**config.mk**
```make
export PLATFORM = sky130hd
export DESIGN_NAME = csq_collision_sqe
export DESIGN_NICKNAME = d
export VERILOG_FILES = /design/src/rtl/csq_pkg.sv /design/src/rtl/csq_coll_detect.sv /design/src/rtl/csq_sqe_timer.sv /design/src/rtl/csq_collision_sqe.sv
export SDC_FILE = /design/constraint.sdc
export NUM_CORES = 1
export LEC_CHECK = 0
export BUFFER_PORTS_ARGS = -buffer_cell sky130_fd_sc_hd__buf_2
export CORE_UTILIZATION = 27
export CTS_CLUSTER_SIZE = 25
export DETAILED_ROUTE_END_ITERATION = 16
export PLACE_DENSITY_LB_ADDON = 0.12
export SYNTH_ARGS = -nofsm -noshare
export SYNTH_HDL_FRONTEND = slang
export SYNTH_SLANG_ARGS = --single-unit
```
**constraint.sdc**
```tcl
create_clock -name clk -period 2.9 [get_ports clk]
set_clock_uncertainty 0.05 [all_clocks]
set_input_delay 0.29 -clock clk [delete_from_list [all_inputs] [get_ports clk]]
set_output_delay 0.29 -clock clk [all_outputs]
set_load 0.005 [all_outputs]
```
**src/rtl/csq_pkg.sv**
```systemverilog
package csq_pkg;
  typedef enum logic [1:0] {
    SQ_IDLE  = 2'd0,
    SQ_WAIT  = 2'd1,
    SQ_BURST = 2'd2
  } sq_state_t;
endpackage

```
**src/rtl/csq_coll_detect.sv**
```systemverilog
module csq_coll_detect (
  input  logic clk,
  input  logic rst_n,
  input  logic tx_en,
  input  logic rx_valid,
  input  logic fdx_n,
  input  logic loop_n,
  output logic coll_q
);
  // Half-duplex, non-loopback overlap of transmit and receive
  logic overlap;
  assign overlap = tx_en & rx_valid & fdx_n & loop_n;

  always_ff @(posedge clk) begin
    if (!rst_n) coll_q <= 1'b0;
    else        coll_q <= overlap;
  end

  assert_coll_seen_R2: assert property (@(posedge clk) disable iff (!rst_n)
    (tx_en && rx_valid && fdx_n && loop_n) |=> coll_q);
  assert_coll_needs_both_R3: assert property (@(posedge clk) disable iff (!rst_n)
    !(tx_en && rx_valid) |=> !coll_q);
  assert_fdx_silent_R4: assert property (@(posedge clk) disable iff (!rst_n)
    !fdx_n |=> !coll_q);
  assert_loop_silent_R5: assert property (@(posedge clk) disable iff (!rst_n)
    !loop_n |=> !coll_q);
endmodule

```
**src/rtl/csq_sqe_timer.sv**
```systemverilog
module csq_sqe_timer
  import csq_pkg::*;
#(
  parameter int DLY_CYC = 40,
  parameter int LEN_CYC = 40
) (
  input  logic clk,
  input  logic rst_n,
  input  logic tx_en,
  input  logic sqe_en_n,
  input  logic jabber,
  output logic sqe_pulse
);
  localparam int MAXC = (DLY_CYC > LEN_CYC) ? DLY_CYC : LEN_CYC;
  localparam int CW   = $clog2(MAXC + 1);
  localparam logic [CW-1:0] DLY_LAST = CW'(DLY_CYC - 1);
  localparam logic [CW-1:0] LEN_LAST = CW'(LEN_CYC - 1);

  sq_state_t      state;
  logic [CW-1:0]  cnt;
  logic           tx_d;
  logic           jab_seen;
  logic           tx_rise, tx_fall, jab_now, arm;

  assign tx_rise = tx_en & ~tx_d;
  assign tx_fall = tx_d & ~tx_en;
  assign jab_now = jab_seen | jabber;
  assign arm     = tx_fall & ~sqe_en_n & ~jab_now;

  // Transmit history and sticky jabber flag for the current transmission
  always_ff @(posedge clk) begin
    if (!rst_n) begin
      tx_d     <= 1'b0;
      jab_seen <= 1'b0;
    end else begin
      tx_d <= tx_en;
      if (tx_rise)     jab_seen <= jabber;
      else if (tx_en)  jab_seen <= jab_now;
    end
  end

  // Gap then pulse, cancelled by any new transmission
  always_ff @(posedge clk) begin
    if (!rst_n) begin
      state <= SQ_IDLE;
      cnt   <= '0;
    end else begin
      unique case (state)
        SQ_IDLE: begin
          if (arm) begin
            state <= SQ_WAIT;
            cnt   <= '0;
          end
        end
        SQ_WAIT: begin
          if (tx_en) begin
            state <= SQ_IDLE;
          end else if (cnt == DLY_LAST) begin
            state <= SQ_BURST;
            cnt   <= '0;
          end else begin
            cnt <= cnt + 1'b1;
          end
        end
        SQ_BURST: begin
          if (tx_en || cnt == LEN_LAST) begin
            state <= SQ_IDLE;
          end else begin
            cnt <= cnt + 1'b1;
          end
        end
        default: state <= SQ_IDLE;
      endcase
    end
  end

  assign sqe_pulse = (state == SQ_BURST);

  assert_cancel_on_tx_R8: assert property (@(posedge clk) disable iff (!rst_n)
    tx_en |=> (state == SQ_IDLE));
  assert_muted_end_R7: assert property (@(posedge clk) disable iff (!rst_n)
    (tx_fall && sqe_en_n) |=> (state == SQ_IDLE));
  assert_jabber_blocks_R9: assert property (@(posedge clk) disable iff (!rst_n)
    (tx_fall && jab_now) |=> (state == SQ_IDLE));
  assert_gap_bound_R6: assert property (@(posedge clk) disable iff (!rst_n)
    (state == SQ_WAIT) |-> (cnt < CW'(DLY_CYC)));
  assert_burst_after_gap_R6: assert property (@(posedge clk) disable iff (!rst_n)
    (state == SQ_BURST && $past(state) != SQ_BURST) |-> ($past(state) == SQ_WAIT));
endmodule

```
**src/rtl/csq_collision_sqe.sv**
```systemverilog
module csq_collision_sqe #(
  parameter int BIT_CYCLES     = 4,
  parameter int SQE_GAP_BITS   = 10,
  parameter int SQE_WIDTH_BITS = 10
) (
  input  logic clk,
  input  logic rst_n,
  input  logic tx_en,
  input  logic rx_valid,
  input  logic sqe_en_n,
  input  logic fdx_n,
  input  logic loop_n,
  input  logic jabber,
  output logic coll_ctl
);
  localparam int GAP_CYC = SQE_GAP_BITS * BIT_CYCLES;
  localparam int LEN_CYC = SQE_WIDTH_BITS * BIT_CYCLES;

  logic coll_q;
  logic sqe_pulse;

  csq_coll_detect u_coll (
    .clk      (clk),
    .rst_n    (rst_n),
    .tx_en    (tx_en),
    .rx_valid (rx_valid),
    .fdx_n    (fdx_n),
    .loop_n   (loop_n),
    .coll_q   (coll_q)
  );

  csq_sqe_timer #(
    .DLY_CYC (GAP_CYC),
    .LEN_CYC (LEN_CYC)
  ) u_sqe (
    .clk       (clk),
    .rst_n     (rst_n),
    .tx_en     (tx_en),
    .sqe_en_n  (sqe_en_n),
    .jabber    (jabber),
    .sqe_pulse (sqe_pulse)
  );

  assign coll_ctl = coll_q | sqe_pulse;

  assert_no_overlap_R8: assert property (@(posedge clk) disable iff (!rst_n)
    tx_en |=> !sqe_pulse);
  assert_reset_low_R1: assert property (@(posedge clk)
    !rst_n |=> !coll_ctl);
endmodule

```
# Yosys cells after proc, flatten, opt, wreduce, memory -nomap -nowiden
# Cells that the tools add are included.
dict set report classes {
  add_sub_neg 1
  eq_ne 8
  n_mux 12
  n_bitwise 13
  reduce_logical 6
}
# op count
set op_table {}
lappend op_table {{$mux 6} 4}
lappend op_table {{$pmux 6 s3} 1}
lappend op_table {{$mux 2} 4}
lappend op_table {{$and 1x1->1} 7}
lappend op_table {{$add 6x1->6 const B} 1}
lappend op_table {{$eq 6x6->1 const B} 1}
lappend op_table {{$pmux 2 s3} 1}
lappend op_table {{$ne 2x1->1 const B} 2}
lappend op_table {{$ne 2x2->1 const B} 2}
lappend op_table {{$not 1->1} 4}
lappend op_table {{$reduce_and 4->1} 1}
lappend op_table {{$ne 3x2->1 const B} 1}
lappend op_table {{$reduce_and 3->1} 1}
lappend op_table {{$reduce_bool 3->1} 1}
lappend op_table {{$eq 2x1->1 const B} 1}
lappend op_table {{$eq 2x2->1 const B} 1}
lappend op_table {{$logic_not 2->1} 1}
lappend op_table {{$mux 1} 2}
lappend op_table {{$or 1x1->1} 2}
lappend op_table {{$reduce_bool 2->1} 1}
lappend op_table {{$logic_or 1x1->1} 1}
dict set report totals {
  regBits 11
  input_bits 8
  out_inout_bits 1
  elab_cells 45
}

# Depth between registers and ports, before layout
dict set report logic_depth {
  word_depth 6
  mapped_depth 6
  depth_no_buf 6
}

# Cells and area by module
# From an unflattened synthesis, not the netlist that was laid out.
dict set report unflattened {
  hier_cells 79
  area_unflattened_um2 699.4
}
# module n_inst cells_per_inst area_per_inst_um2 seq_area_each_um2
set modules_own_cells {}
lappend modules_own_cells {csq_sqe_timer 1 74 660.6 200.2}
lappend modules_own_cells {csq_coll_detect 1 4 32.5 20.0}
lappend modules_own_cells {csq_collision_sqe 1 1 6.3 0.0}

# Least setup slack after synthesis
# OpenSTA, ideal clock, no wires.
dict set report synth_path {
  kind {register to register}
  start {register u_sqe.state[0]}
  end {register u_sqe.cnt[4]}
  setup_time_ns 0.069
  arrival_time_ns 1.735
  t_required_ns 2.781
  slack_ns 1.046
  stages_incl_launch_ff 7
  n_path_buf 0
  period_less_slack_ns 1.854
  cell_sequence {dfxtp_1 -> inv_1 -> ha_1 -> o21a_1 -> a311o_1 -> or3_1 -> o21ai_1}
}
dict set report synth_via {
  elab_chain_len 3
  word_cells_on_any_way 9
  classes_between {eq/ne: 5; mux: 1; reduce/logical: 3}
}
# item line
set synth_rtl {}
lappend synth_rtl {{start: declaration} csq_sqe_timer.sv:19} ;# sq_state_t state;
lappend synth_rtl {{start signal: assignment} csq_sqe_timer.sv:45} ;# state <= SQ_IDLE;
lappend synth_rtl {{start signal: assignment} csq_sqe_timer.sv:51} ;# state <= SQ_WAIT;
lappend synth_rtl {{start signal: assignment} csq_sqe_timer.sv:57} ;# state <= SQ_IDLE;
lappend synth_rtl {{$eq 2x2->1 (tied with other cells)} csq_sqe_timer.sv:48} ;# unique case (state)
lappend synth_rtl {{$ne 2x2->1 (no line) (tied with other cells)} --}
lappend synth_rtl {{$reduce_and 4->1 (no line)} --}
lappend synth_rtl {{end signal: assignment} csq_sqe_timer.sv:62} ;# cnt <= cnt + 1'b1;
lappend synth_rtl {{end signal: assignment} csq_sqe_timer.sv:69} ;# cnt <= cnt + 1'b1;
lappend synth_rtl {{end: declaration} csq_sqe_timer.sv:20} ;# logic [CW-1:0] cnt;
# Parallel ways exist; a longest one is shown, timed or not.
# A chain may end at the register's enable or synchronous reset.

# Worst setup path in the final report
dict set report layout_path {
  start {register u_sqe.state[0]}
  end {register u_sqe.cnt[2]}
}
# Same word-level chain as after synthesis.

==> results.md <==
- Core footprint: around 2300 um2
- Std cell rows: 17
- Combinational Power Share: 27.3%
- Reg clk slew, reported paths: around 0.08 ns
- Antenna viol nets, final: 0
- Clk buf depth: 2
- Post-synthesis cell count: between 70 and 80
- Hold Path Depth: 2
- Root Driver: clkbuf_4
- Synthesis-to-layout area growth: 14.3%
- Clock sink count: 11
- Total wire length: 1380 um
- Synth warnings: 0
- Internal reg-to-reg setup slack: approximately 0.85 ns
- Port Buf Inserts: 8
- Critical Path AT: around 2.2 ns
- Die Y: between 50 and 60 um
- P_int: 0.000253 W
- Setup tns final: 0 ns
- Fin. Hold Viols: 0
- Post-synthesis register bit count: 11
- Io pins: 9
- Post-synthesis sequential area ratio: 33.5%
- Psw: roughly 0.00012 W
- Commonest non-fill, non-tap cell in the layout: dfxtp_1
- CTS Hold Bufs: 0
- Worst slew pin tran: 0.518 ns
- Final setup fails: 0
- Fillers: 267
- WS Path Type: reg2reg
- Maximum clock frequency: between 0.4 and 0.5 GHz
- Critical Path Fanout Max: 7
- Power Dens Cells: about 500 nW/um2
- Sw Share: roughly a third
- Share of cells above drive strength 1: ~18%
- Critical path launch point type: flip-flop
- Final Critical Period: 2.05 ns
- Syn_nets: 89
- Synthesized area per cell: 8.78 um2
- Placed cells: approximately 110
- Worst setup EP type: flip-flop
- Final net count: 100
- Final Cycle Share: roughly 71%
- Clk Latency, worst-skew pair: 0.27 ns
- Hold WC Path Type: in2reg
- GRT Total Usage: between 10% and 20%
- Post-Layout Cell Count: roughly 110
- First-pass GRT wire length: ~2400 um
- GPL Wtd Cong: roughly 0.75
- Relative slew slack: between 60% and 70%
- CTS tree: built
- Post-CTS Resized: 0
- Worst EP required: 3.05 ns
- RSZ-0062 raised after global routing: false
- Initial core utilization: 29.2%
- Most frequent cells in the layout: dfxtp_1 (11), buf_2 (8), nand2_1 (7)
- Vias per cell: between 5 and 6
- GRT overflow: 0
- Die ar.: between 2000 and 3000 um2
- Status: completed
- Top_reg_cell synth: dfxtp_1
- Initial antenna violation count: 0
- N_diodes: 0
- Drt drc: 0
- WL per Instance: ~12 um
- Initial DRC count: 8
- Post-CTS setup buffer count: 0
- Vias: roughly 580
- Max Cap Violations: 0
- Post-synth EDFFs: 0
- CTS buffer count: 3
- Netlist cell types: 34
- Leakage: ~0.29 nW
- Ys async rst share: 0%
- Slew Viols, Final: 0
- Vias in the first global route: 517
- R2r worst-path depth: 6
- Synthesized area: 658 um2
- Share of power burned in registers: 43.7%
- Hpwl dp: ~1000 um
- Chip Width: ~50 um
- Clk pwr share: between 20% and 30%
- Htree depth: 1
- Worst VDD drop: 0.303 mV
- DRT Pass-1 Iters: 4
- Largest net degree at the start of global routing: 17
[layout make-up]
type / count / area, um2 / share of cell area [%]
multi-input combinational: 58 / 415 / 55.2
sequential: 11 / 220 / 29.3
timing repair buffer: 8 / 40.0 / 5.32
tap: 28 / 35.0 / 4.66
clock buffer: 4 / 26.3 / 3.49
inverter: 4 / 15.0 / 2.00
[cells in the mapped netlist, types with 2 or more instances]
library cell	n	area, um2
nand3b_1	2	15.0
ha_1	6	75.1
nor2_1	2	7.51
mux2i_1	2	20.0
nand2_1	7	26.3
o21ai_0	4	20.0
nand4b_1	2	17.5
clkbuf_1	2	7.51
o21ai_1	2	10.0
o22ai_1	2	12.5
nand3_1	4	20.0
a21boi_0	3	22.5
dfxtp_1	11	220
a211oi_1	2	15.0
o311ai_0	2	17.5
inv_1	4	15.0
[layer usage]
metal / routed length (um) / global-route usage, % / vias to the layer above
met4: 29 / 6.76 / 0
met5: 0 / 0 / -
met3: 42 / 3.57 / 4
met1: 700 / 15.9 / 260
met2: 603 / 18.8 / 11
li1: - / - / 307
[power groups by stage]
stage	Sequential, W	Clock [W]	Combinational (W)
after global routing	0.000165	0.000123	0.000117
after floorplan	0.000167	0	0.0000766
after CTS	0.000165	0.000112	0.000104
after global placement	0.000168	0	0.000105
after detailed placement	0.000168	0	0.000103
final	0.000165	0.000110	0.000103
[through the flow]
stage	setup WS [ns]	hold slack, ns	utilization, %	instance area, um2	total power, W
after floorplan	1.05	0.386	-	658	0.000243
after global placement	0.948	0.417	32.2	726	0.000272
after detailed placement	0.887	0.431	32.2	726	0.000272
after CTS	0.848	0.214	33.4	752	0.000381
after global routing	0.745	0.202	33.4	752	0.000406
final	0.846	0.217	33.4	752	0.000377
[state kept, by name, summed over array words and instances, names as in the netlist]
| name | cells |
|---|---|
| u_sqe.cnt | 6 |
| u_coll.coll_q | 1 |
| u_sqe.tx_d | 1 |
| u_sqe.jab_seen | 1 |
| u_sqe.state | 2 |
[logic make-up after synthesis]
logic type | count (synthesis) | share of synthesized area, %
and+or+nand+nor | 27 | 24.2
AOI/OAI and AO/OA | 23 | 24.5
DFF | 11 | 33.5
buffers and inverters | 6 | 3.42
adders and majority gates | 6 | 11.4
muxes | 2 | 3.04
[worst max-delay path, stage by stage (launching register included)]
cell	delay, ns
dfxtp_1	0.39
inv_1	0.10
ha_1	0.28
o21a_1	0.22
a311o_1	0.40
or3_1	0.40
o21ai_1	0.15
[worst paths after layout]
kind / startpoint / to
setup / recovery: u_sqe.state[0] / u_sqe.cnt[2]
hold / removal: rx_valid / u_coll.coll_q
setup reg to reg: u_sqe.state[0] / u_sqe.cnt[2]
hold reg to reg: u_sqe.cnt[5] / u_sqe.cnt[5]
Note: power is estimated with default switching activity, not from simulation.
